$ cat config.mk
export PLATFORM = sky130hd
export DESIGN_NAME = f2s_sample_conv
export DESIGN_NICKNAME = d
export VERILOG_FILES = /design/src/rtl/f2s_pkg.sv /design/src/rtl/f2s_unpack.sv /design/src/rtl/f2s_lane.sv /design/src/rtl/f2s_sample_conv.sv
export SDC_FILE = /design/constraint.sdc
export NUM_CORES = 1
export LEC_CHECK = 0
export CAP_MARGIN = 20
export CORE_MARGIN = 10
export CORE_UTILIZATION = 45
export DETAILED_ROUTE_END_ITERATION = 8
export GPL_ROUTABILITY_DRIVEN = 1
export GPL_TIMING_DRIVEN = 0
export PLACE_DENSITY = 0.8
export SLEW_MARGIN = 25
export SYNTH_ARGS = -nofsm -noshare
export SYNTH_HDL_FRONTEND = slang
export SYNTH_SLANG_ARGS = --single-unit
export TNS_END_PERCENT = 5
$ cat constraint.sdc
create_clock -name clk -period 5.1 [get_ports clk]
set_input_delay 1.02 -clock clk [delete_from_list [all_inputs] [get_ports clk]]
set_output_delay 1.02 -clock clk [all_outputs]
set_load 0.01 [all_outputs]
$ cat src/rtl/f2s_pkg.sv
// Package f2s_pkg
// Shared constants and types for the float-to-sample converter.
// Assumes the IEEE-754 single-precision layout: sign, 8-bit exponent, 23-bit fraction.
package f2s_pkg;

    localparam int FLT_W      = 32;
    localparam int FLT_EXP_W  = 8;
    localparam int FLT_FRAC_W = 23;

    // Scaling selector carried on the in_mode pin
    typedef enum logic {
        MODE_SIGNED   = 1'b0,
        MODE_UNSIGNED = 1'b1
    } f2s_mode_e;

    // Decoded floating-point fields; sig holds the hidden one at its top bit
    typedef struct packed {
        logic                  sign;
        logic [FLT_EXP_W-1:0]  exp;
        logic [FLT_FRAC_W:0]   sig;
    } f2s_fields_t;

endpackage

$ cat src/rtl/f2s_unpack.sv
// Module f2s_unpack
// Splits a single-precision word into sign, biased exponent and a 24-bit
// significand with the implicit leading one forced on.
// Assumes normal numbers; denormals are treated like normals, but they land
// below every flush threshold, so they never reach the output.
module f2s_unpack
    import f2s_pkg::*;
(
    input  logic [FLT_W-1:0] word_i,
    output f2s_fields_t      fields_o
);

    localparam int EXP_LSB = FLT_FRAC_W;
    localparam int EXP_MSB = FLT_FRAC_W + FLT_EXP_W - 1;

    // Field extraction
    always_comb begin
        fields_o.sign = word_i[FLT_W-1];
        fields_o.exp  = word_i[EXP_MSB:EXP_LSB];
        fields_o.sig  = {1'b1, word_i[FLT_FRAC_W-1:0]};
    end

endmodule

$ cat src/rtl/f2s_lane.sv
// Module f2s_lane
// One scaling path. IS_SIGNED picks the variant:
//   signed   - scale by 2^(SAMPLE_W-1), saturate by sign, negate in two's complement
//   unsigned - scale by 2^SAMPLE_W, force negatives to zero, saturate to all ones
// Assumes SAMPLE_W <= FLT_FRAC_W + 1, so that every in-range shift is non-negative.
module f2s_lane
    import f2s_pkg::*;
#(
    parameter int SAMPLE_W  = 16,
    parameter bit IS_SIGNED = 1'b1
) (
    input  f2s_fields_t          fields_i,
    output logic [SAMPLE_W-1:0]  sample_o
);

    localparam int BIAS       = (1 << (FLT_EXP_W - 1)) - 1;
    localparam int MAG_BITS   = IS_SIGNED ? SAMPLE_W - 1 : SAMPLE_W;
    localparam int LOW_EXP    = BIAS - MAG_BITS;
    localparam int SHIFT_BASE = BIAS + FLT_FRAC_W - MAG_BITS;
    localparam int SIG_W      = FLT_FRAC_W + 1;

    localparam logic [FLT_EXP_W-1:0] LOW_E   = FLT_EXP_W'(LOW_EXP);
    localparam logic [FLT_EXP_W-1:0] TOP_E   = FLT_EXP_W'(BIAS);
    localparam logic [FLT_EXP_W-1:0] SHIFT_E = FLT_EXP_W'(SHIFT_BASE);
    localparam logic [SIG_W-1:0]     CLIP_V  = SIG_W'((1 << MAG_BITS) - 1);

    logic [FLT_EXP_W-1:0] shamt;
    logic [SIG_W-1:0]     mag_full;
    logic [SAMPLE_W-1:0]  mag_clip;
    logic                 under_rng;
    logic                 over_rng;

    // Right-shift amount, truncated magnitude and its ceiling clip
    always_comb begin
        shamt     = SHIFT_E - fields_i.exp;
        mag_full  = fields_i.sig >> shamt;
        mag_clip  = (mag_full > CLIP_V) ? CLIP_V[SAMPLE_W-1:0] : mag_full[SAMPLE_W-1:0];
        under_rng = fields_i.exp < LOW_E;
        over_rng  = fields_i.exp >= TOP_E;
    end

    generate
        if (IS_SIGNED) begin : g_signed
            localparam logic [SAMPLE_W-1:0] SAT_POS = {1'b0, {(SAMPLE_W-1){1'b1}}};
            localparam logic [SAMPLE_W-1:0] SAT_NEG = {1'b1, {(SAMPLE_W-1){1'b0}}};

            logic [SAMPLE_W-1:0] mag_neg;

            // Two's complement of the low bits; the carry out is dropped
            always_comb mag_neg = (~mag_full[SAMPLE_W-1:0]) + SAMPLE_W'(1);

            // Range selection for the signed mapping
            always_comb begin
                if (under_rng)
                    sample_o = '0;
                else if (over_rng)
                    sample_o = fields_i.sign ? SAT_NEG : SAT_POS;
                else if (fields_i.sign)
                    sample_o = mag_neg;
                else
                    sample_o = mag_clip;
            end
        end else begin : g_unsigned
            // Range selection for the unsigned mapping; the sign test wins
            always_comb begin
                if (fields_i.sign)
                    sample_o = '0;
                else if (under_rng)
                    sample_o = '0;
                else if (over_rng)
                    sample_o = '1;
                else
                    sample_o = mag_clip;
            end
        end
    endgenerate

endmodule

$ cat src/rtl/f2s_sample_conv.sv
// Module f2s_sample_conv
// Top level: decodes the float, runs both scaling lanes side by side, picks one
// by in_mode and registers it. The result and its strobe appear one clock after
// in_valid. The sample register holds between strobes.
// Assumes in_word and in_mode are known whenever in_valid is high.
module f2s_sample_conv
    import f2s_pkg::*;
#(
    parameter int SAMPLE_W = 16,
    parameter int OUT_W    = 32
) (
    input  logic             clk,
    input  logic             rst_n,
    input  logic             in_valid,
    input  logic [FLT_W-1:0] in_word,
    input  logic             in_mode,
    output logic             out_valid,
    output logic [OUT_W-1:0] out_word
);

    localparam int PAD_W   = OUT_W - SAMPLE_W;
    localparam int N_LANES = 2;

    f2s_fields_t         fields;
    logic [SAMPLE_W-1:0] lane_out [N_LANES];
    logic [SAMPLE_W-1:0] lane_sel;
    logic [SAMPLE_W-1:0] sample_q;
    logic                valid_q;

    f2s_unpack u_unpack (
        .word_i   (in_word),
        .fields_o (fields)
    );

    // Lane 0 follows MODE_SIGNED, lane 1 follows MODE_UNSIGNED
    generate
        for (genvar m = 0; m < N_LANES; m++) begin : g_lane
            f2s_lane #(
                .SAMPLE_W  (SAMPLE_W),
                .IS_SIGNED (m == 0)
            ) u_lane (
                .fields_i (fields),
                .sample_o (lane_out[m])
            );
        end
    endgenerate

    // Mode multiplexer
    always_comb lane_sel = (f2s_mode_e'(in_mode) == MODE_UNSIGNED) ? lane_out[1] : lane_out[0];

    // Output register: capture on strobe, hold otherwise
    always_ff @(posedge clk) begin
        if (!rst_n) begin
            sample_q <= '0;
            valid_q  <= 1'b0;
        end else begin
            valid_q <= in_valid;
            if (in_valid)
                sample_q <= lane_sel;
        end
    end

    // Zero extension onto the wide output word
    always_comb begin
        out_word  = {{PAD_W{1'b0}}, sample_q};
        out_valid = valid_q;
    end

endmodule

Yosys cells after proc, flatten, opt, wreduce, memory -nomap -nowiden. Cells that the tools add are included. Widths: inputs -> output; s select.

Add/subtract/negate cells: 3. Bitwise logic cells: 1. Multiplexer cells: 10. Magnitude comparators: 5. Shifts and indexed selects: 2.

Operators by type and width (number): $mux 16 (10); $shr 24x8->24 (2); $gt 24x15->1 const B (1); $gt 24x16->1 const B (1); $add 16x1->16 const B (1); $lt 8x7->1 const B (2); $not 16->16 (1); $sub 8x8->8 const A (2); $ge 8x7->1 const B (1).

Word-level logic and storage cells: 23. Flip-flop bits (word level): 17.

Logic depth before layout (Yosys ltp).
Depth after elaboration: 8. Gate-level depth with buffers: 16. Depth with buffers taken out: 14.

Cells and area by module. Synthesis repeated with hierarchy kept, for this count alone.

Cells, all modules: 600. Area total of the unflattened synthesis: 4872.2 µm².

Modules (own cells, without submodules): f2s_lane at g_lane[0].u_lane (area each 2108.3 µm², cells an instance 275, times used 1); f2s_lane at g_lane[1].u_lane (area each 1671.6 µm², cells an instance 202, times used 1); f2s_sample_conv (area each 840.8 µm², cells an instance 89, times used 1); f2s_unpack (area each 251.5 µm², cells an instance 34, times used 1).

Worst setup path before layout. OpenSTA, ideal clock, no wires.

Path kind: input -> register. Start point: input port in_word[26]. End point: register sample_q[14]. Slack: 0.734 ns. Arrival: 4.234 ns. Setup time: 0.132 ns. Stages: 16. Path through: clkbuf_1 inv_2 ha_1 xnor2_1 a22o_1 clkbuf_1 and2_1 a211oi_1 or2_2 ha_1 o311ai_1 nor3_2 nand2_1 or4_1 a32oi_1 a21oi_1.

Cells in the longest elaborated chain, start to end: 8. Elaborated cells between the ends (all ways): 20.

RTL lines: start, declared (line f2s_sample_conv.sv:15) `input logic [FLT_W-1:0] in_word,`; $sub 8x8->8 (line f2s_lane.sv:35) `shamt = SHIFT_E - fields_i.exp;`; $shr 24x8->24 (line f2s_lane.sv:36) `mag_full = fields_i.sig >> shamt;`; $gt 24x15->1, or another cell as far along (line f2s_lane.sv:37) `mag_clip = (mag_full > CLIP_V) ? CLIP_V[SAMPLE_W-1:0] : mag_full[SAMPLE_W-1:0];`; $mux 16 or $add 16x1->16 (tied branches) (line f2s_lane.sv:37, f2s_lane.sv:50); $mux 16 (on tied branches) (line f2s_lane.sv:58, f2s_lane.sv:70); $mux 16 (on tied branches) (line f2s_lane.sv:56, f2s_lane.sv:68); $mux 16 (on tied branches) (line f2s_lane.sv:54, f2s_lane.sv:66); $mux 16 * (line f2s_sample_conv.sv:49) `always_comb lane_sel = (f2s_mode_e'(in_mode) == MODE_UNSIGNED) ? lane_out[1] : lane_out[0];`; end signal, assigned (line f2s_sample_conv.sv:59) `sample_q <= lane_sel;`; end, declared (line f2s_sample_conv.sv:27) `logic [SAMPLE_W-1:0] sample_q;`.

Mark *: on every way between the ends. The rest lies on a longest branch, timed or not. A chain may end at the register's enable or synchronous reset.

Worst setup path in the final report.
Start point: input port in_word[27]. End point: register sample_q[14].

Same word-level chain as after synthesis.

==> impl_metrics.toml <==
[run_status]
outcome = "finished clean"

[synth]
synth_most_common_cell = "nand2_1"
synthCells = 524
synth_cell_types = 73
synth_common_cells = "42 x nand2_1, 40 x o21ai_0, 35 x a21oi_1"
synthArstFlopShare = 0
synth_area_sq_mm = 0.00406
synth_top_area_cell = "mux4_2"
synth_edf_count = 0
synth_warnings = 0
syn_area_per_cell_sq_um = 7.74
yosysSeqAreaShare = 0.0839
synthFlopType = "dfxtp_1"
synth-seq-cells = 17
synth_top_area_share = 0.167
netlist_top_cells_area = "mux4_2 17%, dfxtp_1 8.4%, mux2i_1 7.4%"

[floorplan]
dieHeight_microns = 115
rows = 34
chipWidth_microns = 115
initial_core_util = 0.463
core_area_sq_mm = 0.00876
io_pins = 69
die_area_sq_mm = 0.0132

[cts]
cts_sinks = 17
htreeDepth = 1
cts_max_path_buffers = 2
numCtsBuffers = 3
clk_latency_ps = 250
clk_pin_slew_worst_paths_ps = 60
cts_tree = "built"
cts_root_buf = "clkbuf_8"

[placement]
place_congestion = 0.971
dp_cells = 697
io_buffers = 50
place_hpwl_mm = 11.6

[global_route]
grt_antenna_before_repair = 0
grt_pass1_wl_mm = 22.7
overflow = 0
grt_max_degree = 15
grt_pass1_vias = 4350
grt.total_usage = 0.205

[drt]
drtIter0Drc = 413
drt_wl_total_mm = 14.2
final_antenna_net_count = 0
first_pass_iters = 5
wl_per_cell_microns = 20.3
drc = 0
num_vias = 4592
vias_per_cell = 6.56

[run]
max_cap_viol_count = 0

[final_layout]
stdcell_count = 700
area_growth_pct = 18.3
diodes = 0
layout-drive-gt1-share = 0.162
post-route-util = 0.547
final_nets = 633

[timing]
finalHoldViolations = 0
period_share = 0.954
setup_violations = 0
finClkSkew_ps = 0
period_needed_ps = 4870
slew_violations = 0
timing.fmax_ghz = 0.206
worstMarginPinSlew_ps = 1110
relSlewSlack = 0.238
rsz0062_at_grt = "false"

[setup_path]
critPathSlowestCell = "clkdlybuf4s50_1"
critPathMaxFanout = 12
end_kind = "flip-flop"
startpoint_type = "primary input"
timing.setup.critical_path_class = "in -> reg"
cpPeakStageDelay_ps = 710
path_common_cell = "ha_1"
crit_required_ps = 5220
worst_ep_arrival_time_ps = 4990
worstPathCellList = "clkdlybuf4s50_1 -> inv_1 -> ha_1 -> xnor2_1 -> a22o_1 -> clkbuf_1 -> and2_1 -> a211oi_1 -> or2_2 -> ha_1 -> o311ai_1 -> nor3_2 -> nand2_1 -> or4_1 -> a32oi_1 -> a21oi_1"

[power_and_ir_drop]
powerDensity_mw_per_mm2 = 152
p_total_mw = 0.731
p_leak_nw = 1.80
ir_worst_vdd_mv = 0.0805

[hold_path]
hold_class = "reg -> reg"
[through the flow]
stage	setup TNS (ps)	hold WS (ps)	setup slack, ps	cell area [sq um]
2_1_floorplan	0	497	734	4110
3_3_place_gp	-1170	446	-502	4750
3_5_place_dp	-1430	454	-547	4750
4_1_cts	0	470	133	4800
5_1_grt	0	499	59.0	4800
6_report	0	468	235	4800
[path summary, 6_finish.rpt]
path	startpoint	endpoint	slack (ps)	cells after the start
worst max-delay path	in_word[27]	sample_q[14]	230	16
worst min-delay path	sample_q[9]	sample_q[9]	470	2
worst max register to register	sample_q[11]	sample_q[11]	4180	3
worst min register to register	sample_q[9]	sample_q[9]	470	2
[flip-flops by register name, indices dropped and copies added (netlist names)]
| signal | flops |
|---|---|
| sample_q | 16 |
| out_valid | 1 |
[kinds of logic (layout without fill, tap and decap cells)]
group / after synthesis / in the layout / synth area share
buffers and inverters: 70 / 123 / 0.0873
AND/OR/NAND/NOR: 161 / 161 / 0.206
adder cells (fa/ha/maj): 4 / 4 / 0.0123
AO/OA/AOI/OAI: 179 / 179 / 0.287
XOR/XNOR: 19 / 19 / 0.0410
multiplexers: 73 / 73 / 0.281
flip-flops: 17 / 17 / 0.0839
other: 1 / 16 / 0.000924
[per-layer routing]
metal  global-route usage  part of all wire  vias up
li1                     -                 -     2150
met1                0.265              0.42     2158
met2                0.332              0.46      244
met3               0.0406             0.085       40
met4               0.0759             0.036        0
met5                    0                 0        -
[report_power, final]
group,internal [mW],total (mW),switching (mW)
combinational,0.216,0.487,0.271
clock,0.0542,0.0986,0.0444
sequential,0.142,0.146,0.00423
total,0.411,0.731,0.320
[critical path, delay by kind of cell]
family,cells,cell delay (ps)
buffers and inverters,3,1030
and+or+nand+nor,5,1310
AOI/OAI and AO/OA,5,1000
xor gates and xnor gates,1,170
adders and majority gates,2,450
[area by class of cell]
cell class | count | area [sq um]
multi-input combinational | 452 | 3420
sequential | 17 | 340
clock inverter | 1 | 5.00
inverter | 9 | 33.8
tap | 108 | 135
timing repair buffer | 51 | 510
fill | 884 | 3970
buffer | 59 | 313
clock buffer | 3 | 41.3
[timing repair]
item	in CTS	in global routing
hold endpoints to repair	0	0
buffers inserted	1	0
resized for setup	0	1
endpoints found under the setup margin	1	5
hold buffers	0	0
pin swaps	1	0
[cell usage in the layout, fill, tap and decap left out, types with 17 or more instances in the layout]
cell	netlist	final
clkdlybuf4s50_1	0	49
nand2_1	42	42
o21ai_0	40	40
a21oi_1	35	35
nor2_1	31	31
mux4_2	30	30
mux2i_1	30	30
clkbuf_1	22	20
buf_4	18	19
a31oi_1	17	17
dfxtp_1	17	17
No activity file was read; power rests on OpenSTA's default activity.
